File: src/rtl/fb_fetch_pkg.sv
package fb_fetch_pkg;
  localparam int unsigned STEP_HW = 2;  // halfwords per 32-bit fetch
  typedef enum logic [1:0] {ADV_HOLD, ADV_WORD, ADV_LINE, ADV_LOAD} adv_e;
endpackage

File: src/rtl/fb_fetch_cfg_latch.sv
module fb_fetch_cfg_latch #(
  parameter int BANK_W = 9,
  parameter int OFS_W  = 21,
  parameter int PW_W   = 10,
  parameter int SKIP_W = 11
) (
  input  logic              clk_i,
  input  logic              rst_ni,
  input  logic              load_i,
  input  logic [BANK_W-1:0] bank_i,
  input  logic [OFS_W-1:0]  start_i,
  input  logic [OFS_W-1:0]  end_i,
  input  logic [PW_W-1:0]   pw_i,
  input  logic [SKIP_W-1:0] skip_i,
  output logic [BANK_W-1:0] bank_o,
  output logic [OFS_W-1:0]  start_o,
  output logic [OFS_W-1:0]  end_o,
  output logic [PW_W-1:0]   pw_o,
  output logic [SKIP_W-1:0] skip_o
);
  always_ff @(posedge clk_i or negedge rst_ni) begin
    if (!rst_ni) begin
      bank_o  <= '0;
      start_o <= '0;
      end_o   <= '0;
      pw_o    <= '0;
      skip_o  <= '0;
    end else if (load_i) begin
      bank_o  <= bank_i;
      start_o <= start_i;
      end_o   <= end_i;
      pw_o    <= pw_i;
      skip_o  <= skip_i;
    end
  end
endmodule

File: src/rtl/fb_fetch_line_ctr.sv
module fb_fetch_line_ctr #(
  parameter int PW_W = 10
) (
  input  logic            clk_i,
  input  logic            rst_ni,
  input  logic            clr_i,
  input  logic            step_i,
  input  logic [PW_W-1:0] pw_i,
  output logic            line_end_o
);
  import fb_fetch_pkg::*;
  localparam int CW = PW_W + 1;

  logic [CW-1:0] col_q, col_nxt;

  assign col_nxt    = col_q + CW'(STEP_HW);
  assign line_end_o = col_nxt >= {1'b0, pw_i};

  always_ff @(posedge clk_i or negedge rst_ni) begin
    if (!rst_ni)         col_q <= '0;
    else if (clr_i)      col_q <= '0;
    else if (step_i)     col_q <= line_end_o ? '0 : col_nxt;
  end
endmodule

File: src/rtl/fb_fetch_addr_ptr.sv
module fb_fetch_addr_ptr #(
  parameter int OFS_W  = 21,
  parameter int SKIP_W = 11
) (
  input  logic              clk_i,
  input  logic              rst_ni,
  input  fb_fetch_pkg::adv_e adv_i,
  input  logic [OFS_W-1:0]  load_start_i,
  input  logic [OFS_W-1:0]  load_end_i,
  input  logic [OFS_W-1:0]  start_q_i,
  input  logic [OFS_W-1:0]  end_q_i,
  input  logic [SKIP_W-1:0] skip_i,
  output logic [OFS_W-1:0]  cur_o,
  output logic              active_o
);
  import fb_fetch_pkg::*;
  localparam int AW = OFS_W + 1;

  logic [AW-1:0] inc, nxt;
  logic          done;

  assign inc  = (adv_i == ADV_LINE) ? AW'(STEP_HW) + AW'(skip_i) : AW'(STEP_HW);
  assign nxt  = {1'b0, cur_o} + inc;
  assign done = nxt >= {1'b0, end_q_i};

  always_ff @(posedge clk_i or negedge rst_ni) begin
    if (!rst_ni) begin
      cur_o    <= '0;
      active_o <= 1'b0;
    end else begin
      unique case (adv_i)
        ADV_LOAD: begin
          cur_o    <= load_start_i;
          active_o <= load_start_i < load_end_i;
        end
        ADV_WORD, ADV_LINE: begin
          if (done) begin
            cur_o    <= start_q_i;  // wrap and park until next frame
            active_o <= 1'b0;
          end else begin
            cur_o    <= nxt[OFS_W-1:0];
          end
        end
        default: ;
      endcase
    end
  end
endmodule

File: src/rtl/fb_fetch_addr_gen.sv
module fb_fetch_addr_gen #(
  parameter int BANK_W = 9,
  parameter int OFS_W  = 21,
  parameter int PW_W   = 10,
  parameter int SKIP_W = 11,
  localparam int ADDR_W = BANK_W + OFS_W + 1
) (
  input  logic              clk_i,
  input  logic              rst_ni,
  input  logic              frame_start_i,
  input  logic              gnt_i,
  input  logic [BANK_W-1:0] bank_i,
  input  logic [OFS_W-1:0]  start_i,
  input  logic [OFS_W-1:0]  end_i,
  input  logic [PW_W-1:0]   page_width_i,
  input  logic [SKIP_W-1:0] skip_i,
  output logic              req_o,
  output logic [ADDR_W-1:0] addr_o
);
  import fb_fetch_pkg::*;

  logic [BANK_W-1:0] bank_q;
  logic [OFS_W-1:0]  start_q, end_q, cur;
  logic [PW_W-1:0]   pw_q;
  logic [SKIP_W-1:0] skip_q;
  logic              active, accept, line_end;
  adv_e              adv;

  assign accept = active & gnt_i & ~frame_start_i;

  always_comb begin
    if (frame_start_i) adv = ADV_LOAD;
    else if (accept)   adv = line_end ? ADV_LINE : ADV_WORD;
    else               adv = ADV_HOLD;
  end

  fb_fetch_cfg_latch #(
    .BANK_W(BANK_W), .OFS_W(OFS_W), .PW_W(PW_W), .SKIP_W(SKIP_W)
  ) cfg_i (
    .clk_i(clk_i), .rst_ni(rst_ni), .load_i(frame_start_i),
    .bank_i(bank_i), .start_i(start_i), .end_i(end_i),
    .pw_i(page_width_i), .skip_i(skip_i),
    .bank_o(bank_q), .start_o(start_q), .end_o(end_q),
    .pw_o(pw_q), .skip_o(skip_q)
  );

  fb_fetch_line_ctr #(.PW_W(PW_W)) line_i (
    .clk_i(clk_i), .rst_ni(rst_ni), .clr_i(frame_start_i),
    .step_i(accept), .pw_i(pw_q), .line_end_o(line_end)
  );

  fb_fetch_addr_ptr #(.OFS_W(OFS_W), .SKIP_W(SKIP_W)) ptr_i (
    .clk_i(clk_i), .rst_ni(rst_ni), .adv_i(adv),
    .load_start_i(start_i), .load_end_i(end_i),
    .start_q_i(start_q), .end_q_i(end_q), .skip_i(skip_q),
    .cur_o(cur), .active_o(active)
  );

  assign req_o  = active;
  assign addr_o = {bank_q, cur, 1'b0};
endmodule

File: config.mk
export PLATFORM = sky130hd
export DESIGN_NAME = fb_fetch_addr_gen
export DESIGN_NICKNAME = d
export VERILOG_FILES = /design/src/rtl/fb_fetch_pkg.sv /design/src/rtl/fb_fetch_cfg_latch.sv /design/src/rtl/fb_fetch_line_ctr.sv /design/src/rtl/fb_fetch_addr_ptr.sv /design/src/rtl/fb_fetch_addr_gen.sv
export SDC_FILE = /design/constraint.sdc
export NUM_CORES = 1
export LEC_CHECK = 0
export BUFFER_PORTS_ARGS = -buffer_cell sky130_fd_sc_hd__buf_2
export CAP_MARGIN = 10
export CORE_UTILIZATION = 52
export DETAILED_ROUTE_END_ITERATION = 10
export PLACE_DENSITY = 0.81
export SLEW_MARGIN = 10
export SYNTH_ARGS = -nofsm -noshare
export SYNTH_HDL_FRONTEND = slang
export SYNTH_SLANG_ARGS = --single-unit
File: constraint.sdc
create_clock -name clk_i -period 6.6 [get_ports clk_i]
set_input_delay 0.99 -clock clk_i [delete_from_list [all_inputs] [get_ports clk_i]]
set_output_delay 0.99 -clock clk_i [all_outputs]
set_load 0.005 [all_outputs]
==> flow_metrics.env, run 1 <==
export IMPL_ys_flop_type="dfrtp_1"
export IMPL_numPortBuffers=106
export IMPL_share_of_flip_flops_with_an_asynchronous_set_or_reset_after_synthesis_pct=100
export IMPL_power_frac_comb_pct=44.6
export IMPL_drc=0
export IMPL_yosysSeqAreaShare_pct=39.4
export IMPL_vias=5610
export IMPL_status="complete, but fails checks"
export IMPL_yosysWarnings=0
export IMPL_floorplan_die_area_sq_mm=0.0132
export IMPL_cellPowerDensity_mw_per_mm2=314
export IMPL_drt_antenna_violating_nets=0
export IMPL_floorplan_initialDensity_pct=54.1
export IMPL_grt_max_degree=65
export IMPL_clock_latency_ps=360
export IMPL_setup_violations_final=1
export IMPL_pre_cts_ws_ps=-170
export IMPL_max_freq_mhz=150
export IMPL_fillers=963
export IMPL_drt_first_pass_iters=5
export IMPL_grt_antenna_before_repair=0
export IMPL_finalHoldViolations=0
export IMPL_gr_total_overflow=0
export IMPL_min_path_type="reg -> reg"
export IMPL_netlist_area_leader_share_pct=39.4
export IMPL_setup_slack_ps=-66.6
export IMPL_postSynthCellCount=675
export IMPL_crit_family="compound AO/OA/AOI/OAI gates"
export IMPL_grt_first_pass_wirelength_um=26300
export IMPL_violation_count_after_the_first_detailed_route_iteration=271
export IMPL_ys_top_cells_by_area="dfrtp_1 (39%), ha_1 (13%), mux2_2 (7.5%)"
export IMPL_final_period_minus_worst_setup_slack_ps=6670
export IMPL_first_global_vias=5508
export IMPL_slew_viol_final=0
export IMPL_hold_start="cfg_i.bank_o[8]"
export IMPL_reg2reg_from="line_i.col_q[1]"
export IMPL_placementRows=40
export IMPL_antenna_cells_inserted=0
export IMPL_clk_path_buf_depth=2
export IMPL_p_switching_uw=973
export IMPL_power_switching_fraction_pct=37.9
export IMPL_number_of_flops_mapped_to_enable_cells_by_yosys=0
export IMPL_regArea_sq_mm=0.00260
export IMPL_finClkSkew_ps=9.47
export IMPL_cts_hold_repair_buffers=0
export IMPL_internal_power_uw=1590
export IMPL_synth_cell_types=63
export IMPL_totalPowerFinal_uw=2570
export IMPL_clock_root_buffer="clkbuf_16"
export IMPL_share_seq_of_total_power_pct=34.1
export IMPL_violated_checks="negative setup slack"
export IMPL_placed_cells=937
export IMPL_timing_critical_path_required_ps=6810
export IMPL_timing_worst_slew_pin_value_ps=733
export IMPL_max_stage_delay_ps=420
export IMPL_setup_tns_final_ps=-66.6
export IMPL_syn_to_final_growth_pct=23.6
export IMPL_floorplan_die_height_um=115
export IMPL_synth_top_area_cell="dfrtp_1"
export IMPL_worst_path_max_delay_cell="a221o_2"
export IMPL_core_sq_mm=0.0122
export IMPL_design_portCount=108
export IMPL_global_route_usage_total_pct=26.0
export IMPL_worst_hold_slack_ps=503
export IMPL_wire_per_inst_um=17.8
export IMPL_drt_vias_per_instance=5.70
export IMPL_syn_area_sq_mm=0.00661
export IMPL_tritoncts_num_buffers=9
export IMPL_max_slew_margin_rel_pct=51.0
export IMPL_multiInputGateArea_sq_mm=0.00392
export IMPL_maxCapViolations=0
export IMPL_die_width_um=115
export IMPL_critical_path_class="reg -> reg"
export IMPL_synth_nets=819
export IMPL_drt_total_wl_um=17500
export IMPL_cts_htree_levels=3
export IMPL_register_bit_total_from_synthesis=104
export IMPL_design_final_nets=955
export IMPL_synth_area_per_cell_sq_um=9.79
export IMPL_timing_critical_path_fanout_max=9
export IMPL_worst_setup_path_end_kind="register"
export IMPL_pwr_share_clk_pct=21.4
export IMPL_path_clk_slew_ps=70
export IMPL_leakage_uw=0.00398
export IMPL_post_route_cells_drive_above_1_share_pct=32.5
export IMPL_crit_path_start_kind="register"
export IMPL_period_share_pct=101
export IMPL_critical_path_at_ps=6880
export IMPL_crit_start="line_i.col_q[1]"
export IMPL_clock_tree_from_tritoncts="built"
export IMPL_non_filler_instance_count_after_layout=984
export IMPL_place_hpwl_um=12300
export IMPL_cp_num_buf_inv=5
export IMPL_gp_congestion=0.886
export IMPL_clock_sink_count=104
export IMPL_max_vdd_ir_drop_mv=0.148
## worst paths after layout
path	to	slack [ps]	cells after the start
max	ptr_i.cur_o[0]	-70	32
min	cfg_i.bank_o[8]	500	1
max reg2reg	ptr_i.cur_o[0]	-70	32
min reg2reg	cfg_i.bank_o[8]	500	1
max in group asynchronous	ptr_i.cur_o[16]	4780	2
min in group asynchronous	cfg_i.bank_o[1]	650	1
## metrics by stage
stage	area (sq um)	utilization [%]
2_1_floorplan	6610	-
3_3_place_gp	7340	60.1
3_5_place_dp	7340	60.1
4_1_cts	7770	63.6
5_1_grt	8170	66.9
6_report	8170	66.9
## cell type report
| type | instances | area share (%) |
|---|---|---|
| Inverter | 64 | 2.94 |
| Multi-Input combinational cell | 481 | 48.0 |
| Timing Repair Buffer | 151 | 10.9 |
| Clock buffer | 11 | 2.97 |
| Clock inverter | 5 | 0.689 |
| Sequential cell | 104 | 31.9 |
| Tap cell | 168 | 2.57 |
## kinds of logic after synthesis
| logic type | Yosys count | share of synthesized area [%] |
|---|---|---|
| XOR/XNOR | 30 | 3.98 |
| other | 1 | 0.0568 |
| flip-flops | 104 | 39.4 |
| AO/OA/AOI/OAI | 146 | 15.0 |
| buffers and inverters | 90 | 5.42 |
| AND/OR/NAND/NOR | 170 | 12.2 |
| multiplexers | 66 | 11.0 |
| adder cells (fa/ha/maj) | 68 | 13.0 |
## routing by layer
layer | track usage [%] | wire length [um] | vias to the layer above
met2 | 44.4 | 8900 | 186
met3 | 3.71 | 853 | 45
met4 | 12.0 | 485 | 0
met5 | 0 | 0 | -
li1 | - | - | 2641
met1 | 32.8 | 7290 | 2738
## cell usage after synthesis, drive strengths merged, types with 3 or more instances
| cell type | instances |
|---|---|
| a21boi | 5 |
| a21o | 8 |
| a21oi | 23 |
| a221oi | 4 |
| a32o | 8 |
| and2 | 9 |
| and3 | 15 |
| buf | 5 |
| clkbuf | 21 |
| dfrtp | 104 |
| ha | 67 |
| inv | 64 |
| mux2 | 51 |
| mux2i | 15 |
| nand2 | 71 |
| nand2b | 5 |
| nand3 | 21 |
| nand4 | 5 |
| nor2 | 24 |
| nor2b | 4 |
| nor3 | 5 |
| o211ai | 3 |
| o21a | 7 |
| o21ai | 57 |
| o221ai | 7 |
| o41ai | 3 |
| or2 | 3 |
| or3 | 4 |
| xnor2 | 22 |
| xor2 | 8 |
## power groups by stage
stage / clock (uW) / combinational (uW) / sequential, uW
2_1_floorplan: 0 / 677 / 837
3_3_place_gp: 0 / 944 / 868
3_5_place_dp: 0 / 985 / 871
4_1_cts: 554 / 1030 / 860
5_1_grt: 572 / 1240 / 883
6_report: 549 / 1140 / 874
## cell usage in the layout, fill, tap and decap left out, types with 3 or more instances in the layout
cell type and n:
mux2i_1 15, xnor2_1 18, and3_1 13, or3_1 3, dfrtp_1 104, nand2_1 70
buf_2 104, xnor2_2 4, nand3_1 14, o21ai_1 9, o221ai_1 6, nand4_1 5
clkbuf_16 9, nor2_1 20, ha_4 4, buf_6 5, buf_4 42, ha_1 61
a32o_1 8, a21boi_0 3, and2_1 8, nor3_1 4, o41ai_1 3, a21o_1 8
nand2b_1 5, a21oi_1 19, o211ai_1 3, xor2_1 6, nand3_2 6, o21ai_0 46
nor2_4 3, nor2b_1 3, inv_1 64, o21a_1 7, mux2_2 44, mux2_1 6
## timing repair
action | 4_1_cts | 5_1_grt
cloned | 1 | 0
setup endpoints to repair | 19 | 22
pin swaps | 7 | 33
setup buffers | 10 | 20
resized for setup | 13 | 47
## registers in the layout, indices dropped and copies added, names as in the netlist
signal          cells
ptr_i.cur_o        21
cfg_i.bank_o        9
line_i.col_q       10
cfg_i.end_o        21
ptr_i.active_o      1
cfg_i.pw_o         10
cfg_i.skip_o       11
cfg_i.start_o      21
Power figures use the tool's default switching activity.
==> run 2, diff against run 1 <==
Settings changed: CORE_ASPECT_RATIO set to 1.25.
==> run 2 against run 1 <==
The run still ends with negative setup slack left; setup slack improved by 10 ps; die area about the same; final cell count decreased by 0.41%; hold slack about the same; sequential share of layout area decreased by 0.30 points; global-route usage increased by 0.87 points; power increased by 6.5%; combinational power increased by 12%; design area increased by 1.1%; count of clock-buffer cells in the layout decreased by 1.
==> flow_metrics.env, run 2 (synthesis results as in run 1) <==
export IMPL_mostFrequentLayoutCells="buf_2 (104), dfrtp_1 (102), nand2_1 (69)"
export IMPL_max_vdd_ir_drop_mv=0.150
export IMPL_clock_tree_from_tritoncts="built"
export IMPL_vias=5765
export IMPL_worst_hold_slack_ps=504
export IMPL_cellPowerDensity_mw_per_mm2=331
export IMPL_cts_htree_levels=3
export IMPL_placementRows=45
export IMPL_setup_violations_final=7
export IMPL_timing_critical_path_fanout_max=9
export IMPL_crit_path_start_kind="register"
export IMPL_critical_path_most_common_cell="ha_4"
export IMPL_max_freq_mhz=150
export IMPL_wire_per_inst_um=18.7
export IMPL_clock_latency_ps=360
export IMPL_die_width_um=103
export IMPL_maxCapViolations=0
export IMPL_non_filler_instance_count_after_layout=980
export IMPL_slew_viol_final=0
export IMPL_drt_first_pass_iters=5
export IMPL_period_share_pct=101
export IMPL_gp_congestion=0.906
export IMPL_numPortBuffers=106
export IMPL_critical_path_at_ps=6940
export IMPL_place_hpwl_um=12500
export IMPL_drc=0
export IMPL_biggestRegsByFlops="cfg_i.end_o (21), cfg_i.start_o (21), ptr_i.cur_o (21)"
export IMPL_grt_first_pass_wirelength_um=27400
export IMPL_gr_total_overflow=0
export IMPL_post_route_cells_drive_above_1_share_pct=32.7
export IMPL_worst_setup_path_end_kind="register"
export IMPL_critical_path_class="reg -> reg"
export IMPL_core_sq_mm=0.0123
export IMPL_post_route_cell_area_sq_mm=0.00825
export IMPL_leakage_uw=0.00402
export IMPL_clock_sink_count=104
export IMPL_grt_max_degree=56
export IMPL_floorplan_die_area_sq_mm=0.0132
export IMPL_layout_cells_most_common="buf_2"
export IMPL_violation_count_after_the_first_detailed_route_iteration=380
export IMPL_path_clk_slew_ps=70
export IMPL_timing_critical_path_required_ps=6880
export IMPL_syn_to_final_growth_pct=24.9
export IMPL_first_global_vias=5672
export IMPL_setup_slack_ps=-56.6
export IMPL_drt_antenna_violating_nets=0
export IMPL_worst_path_max_delay_cell="dfrtp_2"
export IMPL_finalHoldViolations=0
export IMPL_clk_path_buf_depth=2
export IMPL_max_stage_delay_ps=420
export IMPL_clock_root_buffer="clkbuf_16"
export IMPL_placedInstanceArea_sq_mm=0.00736
export IMPL_final_period_minus_worst_setup_slack_ps=6660
export IMPL_setup_tns_final_ps=-170
export IMPL_drt_vias_per_instance=5.88
export IMPL_tritoncts_num_buffers=9
export IMPL_violated_checks="negative setup slack"
export IMPL_grt_antenna_before_repair=0
export IMPL_placed_cells=935
export IMPL_finClkSkew_ps=8.19
export IMPL_floorplan_die_height_um=128
export IMPL_global_route_usage_total_pct=26.9
export IMPL_design_final_nets=956
export IMPL_drt_total_wl_um=18400
export IMPL_max_slew_margin_rel_pct=44.3
export IMPL_status="complete, but fails checks"
export IMPL_min_path_type="reg -> reg"
export IMPL_timing_worst_slew_pin_value_ps=832
export IMPL_antenna_cells_inserted=0
export IMPL_floorplan_initialDensity_pct=53.8
export IMPL_fillers=960
export IMPL_design_portCount=108
[run 2: cell types whose count changed in the layout (fill, tap and decap cells not counted), moves of 3 or more]
cell,previous run,this run
mux2_1,6,2
buf_4,42,39
buf_12,0,3
mux2_4,1,5
nand3_2,6,3
[run 2: power breakdown]
part | switching (uW) | leakage, uW | internal [uW]
Combinational | 640 | 0.00262 | 642
Sequential | 128 | 0.00126 | 742
Clock | 246 | 0.000149 | 332
Total | 1020 | 0.00402 | 1720
[run 2: metrics by stage]
stage          utilization (%)  worst slack, ps  total power (uW)
2_1_floorplan                -              154              1510
3_3_place_gp              60.0              140              1810
3_5_place_dp              60.0             -229              1870
4_1_cts                   63.5             7.75              2500
5_1_grt                   67.2             -250              2870
6_report                  67.2            -56.6              2730
[run 2: final cells by class]
cell class / instances / area, sq um / area share (%)
multi-input combinational: 481 / 3940 / 47.7
sequential: 104 / 2610 / 31.6
timing repair buffer: 152 / 955 / 11.6
inverter: 64 / 240 / 2.91
clock buffer: 10 / 229 / 2.77
tap: 164 / 205 / 2.49
clock inverter: 5 / 81.3 / 0.985
[run 2: final timing paths]
check / startpoint / to / slack, ps / depth (start not counted)
worst min-delay path: cfg_i.start_o[18] / cfg_i.start_o[18] / 500 / 1
max in group asynchronous: rst_ni / ptr_i.cur_o[8] / 4770 / 2
min in group asynchronous: rst_ni / line_i.col_q[4] / 670 / 1
worst max register to register: line_i.col_q[1] / ptr_i.cur_o[16] / -60 / 32
worst max-delay path: line_i.col_q[1] / ptr_i.cur_o[16] / -60 / 32
worst min register to register: cfg_i.start_o[18] / cfg_i.start_o[18] / 500 / 1
[run 2: metal layers]
metal / wire, um / global-route usage [%]
met2: 9560 / 48.0
met5: 0 / 0
met4: 759 / 10.9
met3: 976 / 3.33
met1: 7070 / 32.3
[run 2: critical path, delay by kind of cell (launching register included)]
kind / cells / cell delay, ps
simple gates: 10 / 1510
buf+inv: 4 / 530
xor+xnor: 2 / 460
fa+ha+maj: 4 / 1050
flops: 1 / 420
compound gates: 12 / 2600
[run 2: repair_timing]
| item | CTS | global route |
|---|---|---|
| endpoints found under the setup margin | 16 | 22 |
| resized for setup | 15 | 48 |
| setup buffers | 6 | 23 |
| gates cloned | 0 | 1 |
| hold buffers | 0 | 0 |
| pin swaps | 8 | 29 |
